[config.mk]
export PLATFORM = sky130hd
export DESIGN_NAME = ramtest_guard
export DESIGN_NICKNAME = d
export VERILOG_FILES = /design/src/rtl/rtg_pkg.sv /design/src/rtl/rtg_keyseq.sv /design/src/rtl/rtg_fields.sv /design/src/rtl/rtg_readmux.sv /design/src/rtl/ramtest_guard.sv
export SDC_FILE = /design/constraint.sdc
export NUM_CORES = 1
export LEC_CHECK = 0
export ABC_AREA = 0
export BUFFER_PORTS_ARGS = -buffer_cell sky130_fd_sc_hd__buf_2
export CORE_MARGIN = 2
export CORE_UTILIZATION = 38
export DETAILED_ROUTE_END_ITERATION = 10
export PLACE_DENSITY_LB_ADDON = 0.15
export SLEW_MARGIN = 20
export SYNTH_ARGS = -nofsm -noshare
export SYNTH_HDL_FRONTEND = slang
export SYNTH_HIERARCHICAL = 1
export SYNTH_SLANG_ARGS = --single-unit
[constraint.sdc]
create_clock -name clk -period 1.8 [get_ports clk]
set_clock_uncertainty 0.2 [all_clocks]
set_input_delay 0.36 -clock clk [delete_from_list [all_inputs] [get_ports clk]]
set_output_delay 0.36 -clock clk [all_outputs]
set_load 0.05 [all_outputs]
[src/rtl/rtg_pkg.sv]
package rtg_pkg;
  localparam int          DW         = 16;
  localparam int          PAGE_W     = 3;
  localparam int          PAGE_LSB   = 8;
  localparam int          EN_BIT     = 2;
  localparam int          PAGE_LIMIT = 2;
  localparam logic [1:0]  MODE_TEST  = 2'b10;
  localparam logic [15:0] KEY_FIRST  = 16'h7575;
  localparam logic [15:0] KEY_SECOND = 16'h8A8A;

  typedef enum logic [1:0] {
    KS_LOCKED = 2'd0,
    KS_HALF   = 2'd1,
    KS_OPEN   = 2'd2
  } key_state_e;

  function automatic logic page_legal(input logic [PAGE_W-1:0] p);
    return int'(p) <= PAGE_LIMIT;
  endfunction

  function automatic logic [DW-1:0] cfg_image(input logic [PAGE_W-1:0] p);
    logic [DW-1:0] w;
    w = '0;
    w[PAGE_LSB +: PAGE_W] = p;
    return w;
  endfunction

  function automatic logic [DW-1:0] ctl_image(input logic en);
    logic [DW-1:0] w;
    w = '0;
    w[EN_BIT] = en;
    return w;
  endfunction
endpackage

[src/rtl/rtg_keyseq.sv]
module rtg_keyseq
  import rtg_pkg::*;
(
  input  logic          clk,
  input  logic          rst_n,
  input  logic          in_test,
  input  logic          key_wr,
  input  logic [DW-1:0] key_data,
  input  logic          other_wr,
  output logic          unlocked_o
);
  key_state_e st_q, st_d;

  always_comb begin
    st_d = st_q;
    if (!in_test) begin
      st_d = KS_LOCKED;
    end else if (key_wr) begin
      if (key_data == KEY_FIRST)
        st_d = KS_HALF;
      else if (key_data == KEY_SECOND && st_q == KS_HALF)
        st_d = KS_OPEN;
      else
        st_d = KS_LOCKED;
    end else if (other_wr && st_q == KS_HALF) begin
      st_d = KS_LOCKED;
    end
  end

  always_ff @(posedge clk or negedge rst_n) begin
    if (!rst_n) st_q <= KS_LOCKED;
    else        st_q <= st_d;
  end

  assign unlocked_o = (st_q == KS_OPEN);
endmodule

[src/rtl/rtg_fields.sv]
module rtg_fields
  import rtg_pkg::*;
(
  input  logic              clk,
  input  logic              rst_n,
  input  logic              in_test,
  input  logic              cfg_wr,
  input  logic              ctl_wr,
  input  logic              unlocked,
  input  logic [PAGE_W-1:0] page_in,
  input  logic              en_in,
  output logic              en_o,
  output logic [PAGE_W-1:0] page_o,
  output logic              cfg_take_o,
  output logic              ctl_take_o
);
  assign cfg_take_o = in_test & cfg_wr & page_legal(page_in);
  assign ctl_take_o = in_test & ctl_wr & unlocked;

  always_ff @(posedge clk or negedge rst_n) begin
    if (!rst_n)          en_o <= 1'b0;
    else if (!in_test)   en_o <= 1'b0;
    else if (ctl_take_o) en_o <= en_in;
  end

  always_ff @(posedge clk or negedge rst_n) begin
    if (!rst_n)          page_o <= '0;
    else if (cfg_take_o) page_o <= page_in;
  end
endmodule

[src/rtl/rtg_readmux.sv]
module rtg_readmux
  import rtg_pkg::*;
#(
  parameter int AW       = 2,
  parameter int CFG_ADDR = 0,
  parameter int CTL_ADDR = 1
) (
  input  logic [AW-1:0]     addr,
  input  logic [PAGE_W-1:0] page,
  input  logic              en,
  output logic [DW-1:0]     rdata
);
  localparam logic [AW-1:0] A_CFG = AW'(CFG_ADDR);
  localparam logic [AW-1:0] A_CTL = AW'(CTL_ADDR);

  always_comb begin
    if (addr == A_CFG)      rdata = cfg_image(page);
    else if (addr == A_CTL) rdata = ctl_image(en);
    else                    rdata = '0;
  end
endmodule

[src/rtl/ramtest_guard.sv]
module ramtest_guard
  import rtg_pkg::*;
#(
  parameter int AW       = 2,
  parameter int CFG_ADDR = 0,
  parameter int CTL_ADDR = 1,
  parameter int KEY_ADDR = 2
) (
  input  logic              clk,
  input  logic              rst_n,
  input  logic [1:0]        mode_i,
  input  logic              wr_en_i,
  input  logic [AW-1:0]     addr_i,
  input  logic [15:0]       wdata_i,
  output logic [15:0]       rdata_o,
  output logic              test_en_o,
  output logic [2:0]        test_page_o
);
  localparam logic [AW-1:0] A_CFG = AW'(CFG_ADDR);
  localparam logic [AW-1:0] A_CTL = AW'(CTL_ADDR);
  localparam logic [AW-1:0] A_KEY = AW'(KEY_ADDR);

  logic in_test_w, cfg_wr_w, ctl_wr_w, key_wr_w;
  logic unlocked_w, cfg_take_w, ctl_take_w;

  assign in_test_w = (mode_i == MODE_TEST);
  assign cfg_wr_w  = wr_en_i && (addr_i == A_CFG);
  assign ctl_wr_w  = wr_en_i && (addr_i == A_CTL);
  assign key_wr_w  = wr_en_i && (addr_i == A_KEY);

  rtg_keyseq u_keyseq (
    .clk       (clk),
    .rst_n     (rst_n),
    .in_test   (in_test_w),
    .key_wr    (key_wr_w),
    .key_data  (wdata_i),
    .other_wr  (cfg_wr_w | ctl_wr_w),
    .unlocked_o(unlocked_w)
  );

  rtg_fields u_fields (
    .clk       (clk),
    .rst_n     (rst_n),
    .in_test   (in_test_w),
    .cfg_wr    (cfg_wr_w),
    .ctl_wr    (ctl_wr_w),
    .unlocked  (unlocked_w),
    .page_in   (wdata_i[PAGE_LSB +: PAGE_W]),
    .en_in     (wdata_i[EN_BIT]),
    .en_o      (test_en_o),
    .page_o    (test_page_o),
    .cfg_take_o(cfg_take_w),
    .ctl_take_o(ctl_take_w)
  );

  rtg_readmux #(
    .AW      (AW),
    .CFG_ADDR(CFG_ADDR),
    .CTL_ADDR(CTL_ADDR)
  ) u_readmux (
    .addr (addr_i),
    .page (test_page_o),
    .en   (test_en_o),
    .rdata(rdata_o)
  );
endmodule

==> impl_metrics.yaml, run 1 <==
timing:
  finalSetupTns_ns: 0
  drv_slew: 0
  rsz0062_at_grt: "no"
  finalCritPeriodShare_pct: 90.2
  min_period_ns: 1.62
  hold_viol: 0
  setup_violations: 0
  max_freq_mhz: 616
  fin_ws_ns: 0.177
placed_design:
  dp_slack_ns: 0.184
  placed_cell_area_um2: 713
  gp_congestion: 0.702
  dpl.cell_count: 103
  portBuffers: 30
  dp_hpwl_mm: 1.06
drt:
  antenna_left: 0
  vias_per_cell: 4.91
  dr.pass1.iters: 4
  finalWirelength_mm: 1.21
  wl_per_cell_um: 11.3
  initialDrtViolationCount: 5
  drc: 0
  vias: 525
critical_path:
  cp_max_fo: 3
  endpoint_kind: "primary output"
  crit_type: "flop to primary output"
  worstPathRequired_ns: 1.24
  critical_path_arrival_ns: 1.06
  worstSetupStartpointType: "flop"
cells_and_area:
  diodes: 0
  synthToLayoutAreaGrowth_pct: 35.1
  multiInputGateArea_um2: 383
  drive_above_1_share_pct: 45.7
  fin_cells: 107
  nNetsFinal: 117
  nFillCells: 138
  seq_area_um2: 150
  fin_area_um2: 746
floorplan:
  num_io_pins: 43
  die-area_um2: 1770
  dieHeight_um: 42.1
  die_w_um: 42.1
  fp-row-count: 13
  start_util_pct: 41.4
  core_area_um2: 1330
power_and_ir_drop:
  pwr_density_cell_nw_per_um2: 624
  clkPwrFrac_pct: 26.5
  p_switching_mw: 0.190
  combPwrFrac_pct: 41.1
  switching_share_pct: 40.9
  intPower_mw: 0.275
  power.total_mw: 0.465
  pwr-share-seq_pct: 32.4
  leakage_nw: 0.394
  max-vdd-ir-drop_uv: 493
global_routing:
  grt_max_degree: 9
  antenna_found_initial: 0
  grt_usage_pct: 15.3
  grt_pass1_wl_mm: 2.17
  first_global_vias: 506
  grt_overflow: 0
status:
  status: "completed"
clock_network:
  cts_made_buffers: 3
  htreeDepth: 1
  cts_root_buffer: "clkbuf_4"
  cts_sinks: 6
  clk_pin_slew_ns: 0.05
  clk_latency_ns: 0.24
  ctsLongestPathBuffers: 2
  cts_resized: 0
  cts_tree: "built"
  cts_hold_buf: 1
  post_cts_buffers: 0
synthesis:
  syn-cell-area_um2: 552
  synthCells: 58
  syn-mean-instance-area_um2: 9.51
  ys.warnings.count: 6
hold_path:
  hold_path.class: "input pin to flop"
job:
  cap_violations: 0
cell usage in the layout (no fill, tap or decap):
cell / n
a21boi_0: 1
a21oi_1: 1
a32o_1: 1
and2_4: 1
and3_1: 1
and3b_1: 2
and3b_2: 1
and4bb_1: 1
buf_2: 30
buf_4: 1
clkbuf_4: 3
conb_1: 12
dfrtp_1: 6
dlygate4sd3_1: 1
inv_1: 1
nand2_1: 4
nand2b_1: 2
nand3_1: 1
nand4_1: 1
nand4bb_1: 1
nor2b_1: 4
nor3_1: 1
nor3b_2: 1
nor3b_4: 3
nor4_1: 1
nor4b_1: 1
nor4bb_1: 2
o21a_1: 2
o31a_1: 1
o41ai_2: 1
or4b_4: 1
or4bb_1: 2
power groups by stage:
stage | logic, mW | registers, mW | clock network (mW)
4_1_cts | 0.192 | 0.151 | 0.127
3_5_place_dp | 0.190 | 0.153 | 0
6_report | 0.191 | 0.151 | 0.123
3_3_place_gp | 0.189 | 0.152 | 0
5_1_grt | 0.203 | 0.152 | 0.132
2_1_floorplan | 0.124 | 0.183 | 0
area by class of cell:
type / instances / share of cell area, %
tap: 15 / 2.52
inverter: 1 / 0.503
clock buffer: 3 / 3.02
sequential: 6 / 20.1
timing repair buffer: 32 / 22.5
multi-input combinational: 50 / 51.3
per-stage QoR:
step	hold WS [ns]	util, %
floorplan	-0.136	-
global placement	-0.00934	53.5
detailed placement	-0.00672	53.5
CTS	0.198	55.9
global route	0.212	55.9
finish	0.199	55.9
metal layers:
layer	part of all wire, %	vias to the layer above	track usage, %
met3	7.4	0	2.59
met5	0	-	0
met4	0	0	5.63
met2	45	30	24.7
met1	47	233	20.4
li1	-	262	-
registers in the layout (all words and copies together), names as in the netlist:
signal,count
u_fields/page_o,3
u_keyseq/st_q,2
u_fields/en_o,1
worst paths after layout:
| kind | depth (start not counted) | endpoint | slack [ns] | start |
|---|---|---|---|---|
| min in group asynchronous | 2 | u_fields/en_o | 0.27 | rst_n |
| hold / removal | 3 | u_keyseq/st_q[1] | 0.20 | wdata_i[1] |
| max in group asynchronous | 2 | u_fields/page_o[1] | 0.98 | rst_n |
| hold reg to reg | 1 | u_fields/page_o[1] | 0.33 | u_fields/page_o[1] |
| setup reg to reg | 3 | u_keyseq/st_q[1] | 0.28 | u_keyseq/st_q[1] |
| setup / recovery | 2 | rdata_o[10] | 0.18 | u_fields/page_o[2] |
critical path: stages (launching register included):
cell and delay (ns):
dfrtp_1 0.37, nor3b_4 0.18, buf_2 0.28
(Power assumes the default switching activity.)
==> inputs of run 2 (changes only) <==
Settings changed: BUFFER_PORTS_ARGS -buffer_cell sky130_fd_sc_hd__buf_2 to -buffer_cell sky130_fd_sc_hd__clkbuf_2, CORE_UTILIZATION 38 to 41.
Clock period 1.8 ns to 2 ns, I/O delays scaled along.
==> run 2 against run 1 <==
Against the previous run:
- via count increased by 0.95%
- total power decreased by 10%
- first-iteration DRC count shrank 20%
- sequential share of layout area increased by 0.52 points
- critical path type unchanged
- largest cell class unchanged
- largest power group unchanged
==> impl_metrics.yaml, run 2 (same netlist as run 1, synthesis figures left out) <==
status:
  status: "completed"
floorplan:
  core_area_um2: 1280
  num_io_pins: 43
  dieHeight_um: 40.7
  start_util_pct: 42.9
  die_w_um: 40.7
  fp-row-count: 13
  die-area_um2: 1660
drt:
  dr_wl_met2_um: 571
  finalWirelength_mm: 1.22
  antenna_left: 0
  drc: 0
  dr.pass1.iters: 4
  wl_per_cell_um: 11.4
  initialDrtViolationCount: 4
  top_layer: "met4"
  met3_length_um: 96
  vias: 530
  wl_met1_um: 546
  vias_per_cell: 4.95
critical_path:
  critical_path_arrival_ns: 1.07
  worstSetupStartpointType: "flop"
  r2r-start: "u_keyseq/st_q[1]"
  endpoint_kind: "primary output"
  worstPathRequired_ns: 1.40
  crit_type: "flop to primary output"
  cp_max_fo: 3
  startpoint: "u_fields/page_o[0]"
hold_path:
  worstHoldStart: "wdata_i[1]"
  hold_path.class: "input pin to flop"
global_routing:
  antenna_found_initial: 0
  grt_max_degree: 9
  grt_pass1_wl_mm: 1.85
  grt_overflow: 0
  first_global_vias: 437
  grt_usage_pct: 18.1
timing:
  min_period_ns: 1.67
  finalCritPeriodShare_pct: 83.3
  hold_slack_ns: 0.217
  setup_violations: 0
  finalSetupTns_ns: 0
  max_freq_mhz: 600
  rsz0062_at_grt: "no"
  hold_viol: 0
  drv_slew: 0
cells_and_area:
  largestRegisters: "u_fields/page_o (3), u_keyseq/st_q (2), u_fields/en_o (1)"
  synthToLayoutAreaGrowth_pct: 31.7
  final_common_cell: "clkbuf_2"
  layout_common_cells: "30 x clkbuf_2, 12 x conb_1, 6 x dfrtp_1"
  diodes: 0
  fin_area_um2: 727
  nNetsFinal: 117
  regMostFlops: "u_fields/page_o"
  drive_above_1_share_pct: 45.7
  largest_reg_flops: 3
clock_network:
  ctsLongestPathBuffers: 2
  cts_root_buffer: "clkbuf_4"
  cts_sinks: 6
  cts_hold_buf: 1
  clk_latency_ns: 0.25
  post_cts_buffers: 0
  clk_pin_slew_ns: 0.05
  cts_resized: 0
  cts_tree: "built"
  htreeDepth: 1
  cts_made_buffers: 3
power_and_ir_drop:
  clkPwrFrac_pct: 28.2
  pwr_density_cell_nw_per_um2: 574
  combPwrFrac_pct: 39.4
  leakage_nw: 0.384
  switching_share_pct: 41.8
  intPower_mw: 0.243
  pwr-share-seq_pct: 32.5
  max-vdd-ir-drop_uv: 354
  p_switching_mw: 0.174
job:
  cap_violations: 0
placed_design:
  dp_hpwl_mm: 1.01
  portBuffers: 30
  placed_cell_area_um2: 694
  gp_congestion: 0.683
## run 2: cell count changes in the layout (fill, tap and decap cells not counted)
cell / before / now
nor3b_2: 1 / 4
clkbuf_2: 0 / 30
nor3b_4: 3 / 0
buf_2: 30 / 0
## run 2: metrics by stage
stage	std cells	util [%]	total power [mW]	setup slack, ns
after floorplan	69	-	0.271	0.0287
after global placement	103	54.0	0.300	0.350
after detailed placement	103	54.0	0.300	0.283
after CTS	107	56.6	0.423	0.319
after global routing	107	56.6	0.447	0.249
final	107	56.6	0.417	0.335
## run 2: cell type report
type                            instances  area, um2
Multi-Input combinational cell         50        364
Timing Repair Buffer                   32        168
Fill cell                             130        558
Clock buffer                            3       22.5
Sequential cell                         6        150
Inverter                                1       3.75
Tap cell                               15       18.8
## run 2: power groups by stage
| stage | clock network (mW) | registers, mW | logic [mW] |
|---|---|---|---|
| after floorplan | 0 | 0.164 | 0.107 |
| after global placement | 0 | 0.137 | 0.163 |
| after detailed placement | 0 | 0.137 | 0.163 |
| after CTS | 0.122 | 0.135 | 0.165 |
| after global routing | 0.132 | 0.136 | 0.178 |
| final | 0.118 | 0.135 | 0.164 |
## run 2: worst max-delay path, cell delays in order, from the launching register on
cell and delay [ns]:
dfrtp_1 0.37, nor3b_2 0.16, clkbuf_2 0.29
## run 2: worst paths after layout
path | slack (ns) | endpoint | depth (start not counted)
worst max-delay path | 0.33 | rdata_o[8] | 2
worst min-delay path | 0.22 | u_keyseq/st_q[1] | 3
worst max register to register | 0.48 | u_keyseq/st_q[1] | 3
worst min register to register | 0.32 | u_fields/page_o[1] | 1
max in group asynchronous | 1.12 | u_fields/page_o[2] | 2
min in group asynchronous | 0.32 | u_fields/en_o | 2
## run 2: metal layers
layer | vias up | global-route usage, %
met5 | - | 0
met1 | 240 | 23.8
li1 | 260 | -
met4 | 0 | 5.00
met3 | 2 | 9.78
met2 | 28 | 25.4
==> inputs of run 3 (changes only) <==
Settings changed: ABC_AREA 0 to 1, CORE_UTILIZATION 41 to 39.
Clock period 2 ns to 1.58 ns, I/O delays scaled along.
==> run 3 against run 2 <==
Against the previous run:
- die area up 14%
- combinational power up 59%
- global-route usage shrank 2.4 points
- sequential power grew 34%
- hold slack got worse by 0.11 ns
- largest cell class unchanged
- critical path type unchanged
- critical endpoint is now rdata_o[9]
- cell count rose by 47%
==> impl_metrics.yaml, run 3 <==
synthesis:
  synth_top_area_share_pct: 24.8
  synthFlopType: "dfrtp_1"
  yosysTopAreaCell: "dfrtp_1"
  synth_edf_count: 0
  ys_seq_area_share_pct: 24.8
  synth_area_leaders: "dfrtp_1 25%, nand2_1 16%, buf_4 15%, nor2_1 13%, inv_1 11%"
  synthArstFlopShare_pct: 100
  yosysUniqueCellTypes: 13
  yosys_register_bits: 6
  synthCells: 105
  ys.warnings.count: 6
  synthTopCellsByCount: "25 x nand2_1, 21 x nor2_1, 18 x inv_1"
  syn-mean-instance-area_um2: 5.76
  yosysMostFrequentCell: "nand2_1"
  syn-cell-area_um2: 604
critical_path:
  cp_slowest_cell: "dfrtp_2"
  r2r_slack_ns: 0.52
  endpoint_kind: "primary output"
  cp_max_fo: 3
  path_cells: "inv_1 -> nor2_4 -> buf_2"
  crit_type: "flop to primary output"
  cpPeakStageDelay_ns: 0.36
  worstSetupStartpointType: "flop"
  worstPathRequired_ns: 1.06
  critical_path_arrival_ns: 1.01
  cp_top_family: "flip-flops"
  crit_buf_inv: 2
cells_and_area:
  nNetsFinal: 165
  synthToLayoutAreaGrowth_pct: 35.4
  largestRegisters: "u_fields/page_o (3), u_keyseq/st_q (2), u_fields/en_o (1)"
  final_common_cell: "clkbuf_2"
  diodes: 0
  drive_above_1_share_pct: 38.3
  multiInputGateArea_um2: 349
  seq_area_um2: 154
  layout_common_cells: "26 x clkbuf_2, 25 x nand2_1, 18 x inv_1"
  nFillCells: 148
  regMostFlops: "u_fields/page_o"
  largest_reg_flops: 3
drt:
  finalWirelength_mm: 1.24
  vias_per_cell: 4.20
  initialDrtViolationCount: 13
  dr.pass1.iters: 4
  wl_per_cell_um: 7.90
  antenna_left: 0
  drc: 0
  vias: 660
global_routing:
  grt_pass1_wl_mm: 2.24
  grt_overflow: 0
  grt_usage_pct: 15.7
  grt_max_degree: 7
  antenna_found_initial: 0
  first_global_vias: 598
power_and_ir_drop:
  leakage_nw: 0.510
  power.total_mw: 0.602
  pwr_density_cell_nw_per_um2: 735
  max-vdd-ir-drop_uv: 353
clock_network:
  cts_made_buffers: 3
  ctsLongestPathBuffers: 2
  htreeDepth: 1
  cts_root_buffer: "clkbuf_4"
  cts_sinks: 6
  cts_tree: "built"
  clk_pin_slew_ns: 0.05
  clk_latency_ns: 0.25
  post_cts_buffers: 0
job:
  cap_violations: 0
hold_path:
  hold_path.class: "input pin to flop"
floorplan:
  die_w_um: 43.4
  start_util_pct: 41.1
  num_io_pins: 43
  fp-row-count: 14
  dieHeight_um: 43.4
  die-area_um2: 1880
  core_area_um2: 1470
timing:
  min_period_ns: 1.53
  finalCritPeriodShare_pct: 96.8
  rsz0062_at_grt: "no"
  setup_violations: 0
  max_freq_mhz: 654
  drv_slew: 0
  hold_viol: 0
  hold_slack_ns: 0.110
status:
  status: "completed"
placed_design:
  gp_congestion: 0.697
  dp_hpwl_mm: 1.07
  portBuffers: 30
run 3: power by group:
part | internal [mW] | switching, mW
logic | 0.0616 | 0.200
clock network | 0.0961 | 0.0627
registers | 0.171 | 0.0103
run 3: cells by family (layout without fill, tap and decap cells):
family        Yosys count  after routing  share of synthesized area (%)
flops                   6              6                           24.8
simple gates           63             63                           45.3
other cells             1             12                          0.621
buf+inv                35             60                           29.2
run 3: stage by stage:
stage	instance area, um2	TNS (ns)	cells	util, %	setup slack, ns
3_3_place_gp	774	0	152	52.6	0.113
6_report	818	0	157	55.6	0.0510
2_1_floorplan	679	-0.00411	116	-	-0.00411
3_5_place_dp	774	0	152	52.6	0.101
4_1_cts	813	0	157	55.3	0.0255
5_1_grt	818	0	157	55.6	0.00449
run 3: metal layers:
metal / global-route usage (%) / routed length, um / share of wire [%] / vias to the layer above
li1: - / - / - / 357
met1: 17.5 / 497 / 40 / 270
met2: 27.5 / 641 / 52 / 31
met3: 2.92 / 89 / 7.2 / 2
met4: 9.70 / 12 / 0.97 / 0
met5: 0 / 0 / 0 / -
run 3: worst paths after layout:
kind | start | endpoint | depth (start not counted)
worst min-delay path | wdata_i[2] | u_fields/en_o | 3
worst max-delay path | u_fields/page_o[1] | rdata_o[9] | 3
min in group asynchronous | rst_n | u_fields/page_o[0] | 2
worst max register to register | u_keyseq/st_q[1] | u_keyseq/st_q[1] | 5
worst min register to register | u_fields/page_o[0] | u_fields/page_o[0] | 2
max in group asynchronous | rst_n | u_fields/page_o[1] | 2
run 3: layout make-up:
| type | instances | share of cell area, % |
|---|---|---|
| flip-flops and latches | 6 | 18.8 |
| well taps | 16 | 2.45 |
| repair buffers | 33 | 22.3 |
| inverters | 23 | 10.6 |
| clock buffers | 4 | 3.21 |
| multi-input cells | 75 | 42.7 |
run 3: what timing repair did:
item,CTS,global route
endpoints found under the hold margin,6,0
hold buffers,1,0
gates cloned,0,0
setup endpoints to repair,1,3
gates resized for setup,1,5
run 3: worst reg2reg max path: stages, from the launching register on:
cell,delay [ns]
dfrtp_1,0.39
nor2_2,0.13
nand2_1,0.06
nor2_1,0.09
nand3_1,0.07
nand2_1,0.06
